===== src/rtl/ctr_gate_pkg.sv =====
package ctr_gate_pkg;

  typedef enum logic [1:0] {
    PRIV_U = 2'd0,
    PRIV_S = 2'd1,
    PRIV_R = 2'd2,
    PRIV_M = 2'd3
  } priv_e;

  // address decode and selected mask bits, datapath -> control
  typedef struct packed {
    logic inLow;
    logic inHigh;
    logic bitValid;
    logic mBit;
    logic hBit;
    logic sBit;
  } sel_t;

  // verdict strobes, control -> datapath
  typedef struct packed {
    logic load;
    logic allow;
    logic illegal;
    logic virtFault;
  } verdict_t;

endpackage


===== src/rtl/ctrGateDatapath.sv =====
module ctrGateDatapath
  import ctr_gate_pkg::*;
#(
  parameter int CSR_W = 12,
  parameter int MASK_W = 32,
  parameter logic [CSR_W-1:0] LOW_BASE = 12'hC00,
  parameter logic [CSR_W-1:0] HIGH_BASE = 12'hC80
) (
  input  logic             clk,
  input  logic             rst,
  input  logic [CSR_W-1:0] csrAddr,
  input  logic             xlen32,
  input  logic [MASK_W-1:0] mCountEn,
  input  logic [MASK_W-1:0] hCountEn,
  input  logic [MASK_W-1:0] sCountEn,
  input  verdict_t         strobe,
  output sel_t             selOut,
  output logic             grantOk,
  output logic             faultIllegal,
  output logic             faultVirtual
);
  localparam int IDX_W = $clog2(MASK_W);
  localparam logic [CSR_W-1:0] SPAN = CSR_W'(MASK_W);

  logic [CSR_W-1:0] offLow;
  logic [CSR_W-1:0] offHigh;
  logic             inLow;
  logic             inHigh;
  logic [IDX_W-1:0] bitIdx;
  logic             bitValid;

  assign offLow  = csrAddr - LOW_BASE;
  assign offHigh = csrAddr - HIGH_BASE;
  assign inLow   = (csrAddr >= LOW_BASE) && (offLow < SPAN);
  assign inHigh  = (csrAddr >= HIGH_BASE) && (offHigh < SPAN);

  always_comb begin
    if (inHigh) bitIdx = offHigh[IDX_W-1:0];
    else        bitIdx = offLow[IDX_W-1:0];
  end

  assign bitValid = inLow || (inHigh && xlen32);

  always_comb begin
    selOut.inLow    = inLow;
    selOut.inHigh   = inHigh;
    selOut.bitValid = bitValid;
    selOut.mBit     = bitValid && mCountEn[bitIdx];
    selOut.hBit     = bitValid && hCountEn[bitIdx];
    selOut.sBit     = bitValid && sCountEn[bitIdx];
  end

  always_ff @(posedge clk) begin
    if (rst) begin
      grantOk      <= 1'b0;
      faultIllegal <= 1'b0;
      faultVirtual <= 1'b0;
    end else if (strobe.load) begin
      grantOk      <= strobe.allow;
      faultIllegal <= strobe.illegal;
      faultVirtual <= strobe.virtFault;
    end else begin
      grantOk      <= 1'b0;
      faultIllegal <= 1'b0;
      faultVirtual <= 1'b0;
    end
  end

endmodule


===== src/rtl/ctrGateControl.sv =====
module ctrGateControl
  import ctr_gate_pkg::*;
(
  input  logic       reqValid,
  input  logic [1:0] privLevel,
  input  logic       virtOn,
  input  logic       hasCounters,
  input  logic       hasSupervisor,
  input  sel_t       sel,
  output verdict_t   strobe
);
  logic  belowM;
  logic  isUser;
  logic  effVirt;
  logic  isCounter;
  priv_e priv;

  assign priv      = priv_e'(privLevel);
  assign belowM    = (priv != PRIV_M);
  assign isUser    = (priv == PRIV_U);
  assign effVirt   = virtOn && belowM;
  assign isCounter = sel.inLow || sel.inHigh;

  always_comb begin
    strobe = '0;
    strobe.load = reqValid;
    if (!isCounter) begin
      strobe.allow = 1'b1;
    end else if (!hasCounters) begin
      strobe.illegal = 1'b1;
    end else if (belowM && !sel.mBit) begin
      strobe.illegal = 1'b1;
    end else if (effVirt && !sel.hBit) begin
      strobe.virtFault = 1'b1;
    end else if (hasSupervisor && isUser && !sel.sBit) begin
      strobe.virtFault = effVirt;
      strobe.illegal   = !effVirt;
    end else begin
      strobe.allow = 1'b1;
    end
  end

endmodule


===== src/rtl/counter_access_gate.sv =====
module counter_access_gate
  import ctr_gate_pkg::*;
#(
  parameter int CSR_W = 12,
  parameter int MASK_W = 32,
  parameter logic [CSR_W-1:0] LOW_BASE = 12'hC00,
  parameter logic [CSR_W-1:0] HIGH_BASE = 12'hC80
) (
  input  logic              clk,
  input  logic              rst,
  input  logic              reqValid,
  input  logic [CSR_W-1:0]  csrAddr,
  input  logic [1:0]        privLevel,
  input  logic              virtOn,
  input  logic              xlen32,
  input  logic              hasCounters,
  input  logic              hasSupervisor,
  input  logic [MASK_W-1:0] mCountEn,
  input  logic [MASK_W-1:0] hCountEn,
  input  logic [MASK_W-1:0] sCountEn,
  output logic              grantOk,
  output logic              faultIllegal,
  output logic              faultVirtual
);
  sel_t     selBus;
  verdict_t strobeBus;

  ctrGateDatapath #(
    .CSR_W(CSR_W), .MASK_W(MASK_W), .LOW_BASE(LOW_BASE), .HIGH_BASE(HIGH_BASE)
  ) dp_i (
    .clk(clk), .rst(rst), .csrAddr(csrAddr), .xlen32(xlen32),
    .mCountEn(mCountEn), .hCountEn(hCountEn), .sCountEn(sCountEn),
    .strobe(strobeBus), .selOut(selBus),
    .grantOk(grantOk), .faultIllegal(faultIllegal), .faultVirtual(faultVirtual)
  );

  ctrGateControl ctl_i (
    .reqValid(reqValid), .privLevel(privLevel), .virtOn(virtOn),
    .hasCounters(hasCounters), .hasSupervisor(hasSupervisor),
    .sel(selBus), .strobe(strobeBus)
  );

endmodule


===== config.mk =====
export PLATFORM = sky130hd
export DESIGN_NAME = counter_access_gate
export DESIGN_NICKNAME = d
export VERILOG_FILES = /design/src/rtl/ctr_gate_pkg.sv /design/src/rtl/ctrGateDatapath.sv /design/src/rtl/ctrGateControl.sv /design/src/rtl/counter_access_gate.sv
export SDC_FILE = /design/constraint.sdc
export NUM_CORES = 1
export LEC_CHECK = 0
export BUFFER_PORTS_ARGS = -buffer_cell sky130_fd_sc_hd__buf_2
export CAP_MARGIN = 10
export CORE_ASPECT_RATIO = 1.75
export CORE_UTILIZATION = 39
export CTS_CLUSTER_DIAMETER = 100
export CTS_CLUSTER_SIZE = 30
export DETAILED_ROUTE_END_ITERATION = 10
export PLACE_DENSITY = 0.84
export RECOVER_POWER = 100
export SYNTH_ARGS = -nofsm -noshare
export SYNTH_HDL_FRONTEND = slang
export SYNTH_HIERARCHICAL = 1
export SYNTH_SLANG_ARGS = --single-unit

===== constraint.sdc =====
create_clock -name clk -period 4.99 [get_ports clk]
set_input_delay 0.2495 -clock clk [delete_from_list [all_inputs] [get_ports clk]]
set_output_delay 0.2495 -clock clk [all_outputs]
set_load 0.02 [all_outputs]

-- Yosys cells after proc, flatten, opt, wreduce, memory -nomap -nowiden
Cells that the tools add are included.
- bits in registers: 3
- bits in latches: 0
- bits in writable memories: 0
- memory bits (read-only): 0
- input bits: 117
- output and inout port bits: 3
- word-level logic and storage cells: 51
- memories: 0
- add/subtract/negate cells: 2
- $mul: 0
- div/mod/pow operators: 0
- magnitude comparators: 5
- equal/unequal tests: 1
- shift operators: 0
- muxes and demuxes: 16
- bitwise logic cells: 3
- reduce and logical (&&, ||, !) cells: 21
- operators with widths (cell ; count):
    $ge A12 B12 Y1 const B ; 2
    $lt A12 B6 Y1 const B ; 2
    $sub A12 B12 Y12 const B ; 2
    $bmux W1 S5 ; 3
    $logic_and A1 B1 Y1 ; 11
    $mux W1 ; 10
    $lt A5 B6 Y1 const B ; 1
    $mux W5 ; 1
    $reduce_or A5 Y1 ; 1
    $logic_not A1 Y1 ; 4
    $mux W2 ; 2
    $not A1 Y1 ; 3
    $reduce_or A3 Y1 ; 1
    $logic_not A2 Y1 ; 1
    $logic_or A1 B1 Y1 ; 2
    $ne A2 B2 Y1 const B ; 1
    $reduce_or A2 Y1 ; 1

-- Longest topological paths before layout
- depth in word-level cells: 14
- gate-level depth with buffers: 11
- depth with buffers taken out: 10

-- Hierarchy
Netlist, hierarchy kept.
- by module, submodules not included (module ; instances ; cells each ; area an instance (sq um) ; sequential area each (sq um)):
    ctrGateDatapath ; 1 ; 125 ; 1099.8 ; 60.1
    ctrGateControl ; 1 ; 11 ; 100.1 ; 0.0

-- Least setup slack after synthesis
No wires, ideal clock.
- path type: in2reg
- start point: in csrAddr[2]
- end point: reg dp_i.faultVirtual
- library setup time: 0.059 ns
- arrival time: 2.099 ns
- required time: 4.931 ns
- path slack: 2.832 ns
- cell stages on the path: 9
- path buffers: 2
- path through: buf_6 -> buf_6 -> nor2b_1 -> a221oi_1 -> o22ai_1 -> nor3_1 -> or4b_4 -> a2111oi_4 -> and2_1
- RTL lines (what ; line ; text):
    from (decl) ; counter_access_gate.sv:12 ; input logic [CSR_W-1:0] csrAddr,
    to (signal assigned) ; ctrGateDatapath.sv:61 ; faultVirtual <= strobe.virtFault;
    to (decl) ; ctrGateDatapath.sv:20 ; output logic faultVirtual

==> key figures <==
Clock network
  • Number of CTS-inserted buffers: 3
  • Clk slew on worst S/H paths: 0.03 ns
  • Max Buffers Root-to-Sink: 2
  • CTS tree: yes
  • Post-CTS Repair Setup Buffers: 0
  • Clock sinks: 3
  • H-tree depth: 1
  • # resized after CTS: 0
  • Root Driver: clkbuf_8
  • Hold-fix buffers, CTS: 0

Status
  • Failing checks: DRC, capacitance limit, slew limit
  • Status: finished, violations left

STA
  • Final hold vios: 0
  • Post-layout minimum cycle time: 3.49 ns
  • Setup TNS: 0 ns
  • Pins Over Slew Limit: 29
  • Final Cycle Share: 0.699
  • Hold WS: 0.346 ns
  • Setup-failing EPs final: 0
  • Maximum clock frequency: 0.287 GHz
  • Slew HR: -0.135
  • Final setup margin: 1.50 ns
  • Worst-margin pin slew: 1.70 ns
  • RSZ-0062 raised after global routing: false

Cells and area
  • Area Overhead vs Synth: 45.5%
  • Diodes inserted: 0
  • Final #Nets: 366
  • Layout cells sized above 1: 0.500
  • Post-layout util: 0.597
  • Fillcell total: 304

Power
  • Peak supply drop: 142 uV
  • Gate power share: 0.562
  • Leakage dissipation: 0.964 nW
  • Sw frac: 0.315
  • Pwr Total: 220 uW
  • Flop pwr share: 0.113
  • Internal power component: 150 uW
  • Power share of the clock group: 0.325
  • Sw Pwr: 69.2 uW
  • Cell Pwr Density: 127 mW/mm2

Floorplan
  • FP Rows: 26
  • Die area: 0.00328 mm2
  • Die Y: 75.0 um
  • Core area: 0.00290 mm2
  • Die X: 43.7 um
  • Initial Utilization: 0.411
  • I/O pin count: 120

Hold path
  • HP Class: input pin to register

Detailed routing
  • Vias per cell: 5.49
  • DRC Markers: 7
  • Router iterations before antenna repair: 7
  • Routed vias: 1504
  • DRT antenna net count: 0
  • Final WL: 3530 um
  • WL/cell: 12.9 um
  • Drt initial violations: 29

Setup path
  • Cells along the critical path: clkbuf_1 > nor2b_1 > a22o_1 > a221oi_1 > o22ai_1 > nor3_1 > or4b_1 > a2111oi_0 > and2_1
  • Type of the worst setup path: input pin to register
  • CP max FO: 28
  • CP Capture Type: register
  • Worst endpoint required time: 5.15 ns
  • CP max stage delay: 1.20 ns
  • Crit-path slowest cell: clkbuf_1
  • Critical Path Start Type: input pin
  • Worst Path Arrival: 3.65 ns

Global routing
  • First-pass GRT wire length: 5610 um
  • Grt ovf: 0
  • Number of global-route vias before repair: 1442
  • All-Layer GR Usage: 0.217
  • Largest net degree at the start of global routing: 29
  • Antenna violations before repair: 0

Place
  • Routability cong.: 0.804
  • Placement Setup Slack: 2.18 ns
  • DPL Wire Length: 3030 um
  • Number of port buffers: 119

Yosys
  • Syn Std Cell Area: 0.00119 mm2
  • Mapped Cells: 134
  • Synthesized net count: 253
  • Synthesis warning total: 6
  • Syn avg cell area: 8.87 um2

Flow run
  • Max-capacitance violation count: 1
[path summary, 6_finish.rpt]
path              startpoint           endpoint  slack [ns]  cells past startpoint
setup / recovery  csrAddr[2]  dp_i/faultVirtual        1.50                      9
hold / removal           rst  dp_i/faultVirtual        0.35                      3
[cell usage in the layout, fill, tap and decap left out, types with 2 or more instances in the layout]
master	count
inv_1	2
nor2_1	5
clkbuf_8	3
o22ai_1	7
buf_2	115
a22o_1	12
nand3_1	2
a221oi_1	12
nand2b_1	2
mux2i_1	48
or2_2	2
nor3_1	3
dfxtp_1	3
nor2b_1	7
clkbuf_1	5
ha_1	2
nand2_1	2
and2_1	4
[metal layers]
metal / share of wire / GRT usage / wire length [um]
met1: 0.35 / 0.211 / 1230
met5: 0 / 0 / 0
met3: 0.058 / 0.0192 / 206
met2: 0.56 / 0.436 / 1990
met4: 0.027 / 0.101 / 97
[stage by stage]
stage / std cells / cell area, um2
after floorplan: 134 / 1190
after global placement: 270 / 1710
after detailed placement: 270 / 1710
after CTS: 274 / 1760
after global routing: 274 / 1730
final: 274 / 1730
[sequential cells by signal, summed over array words and instances (netlist names)]
signal	flops
dp_i/faultIllegal	1
dp_i/faultVirtual	1
dp_i/grantOk	1
[power by group through the flow]
| stage | logic (mW) | clock network [mW] | registers [mW] |
|---|---|---|---|
| floorplan | 0.0738 | 0 | 0.0257 |
| global placement | 0.122 | 0 | 0.0250 |
| detailed placement | 0.124 | 0 | 0.0250 |
| CTS | 0.125 | 0.0737 | 0.0247 |
| global route | 0.138 | 0.0756 | 0.0248 |
| finish | 0.123 | 0.0714 | 0.0247 |
[worst max-delay path: cells and delay by family]
kind                   cells  cell delay, ns
buffers and inverters      1            1.20
AOI/OAI and AO/OA          4            0.95
and+or+nand+nor            4            1.24
[cell type report]
| class | count | area (um2) | area share |
|---|---|---|---|
| Timing Repair Buffer | 119 | 591 | 0.342 |
| Sequential cell | 3 | 60.1 | 0.0347 |
| Multi-Input combinational cell | 118 | 991 | 0.573 |
| Inverter | 2 | 7.51 | 0.00434 |
| Clock buffer | 4 | 45.0 | 0.0260 |
| Tap cell | 28 | 35.0 | 0.0203 |
No activity file was read; power rests on OpenSTA's default activity.
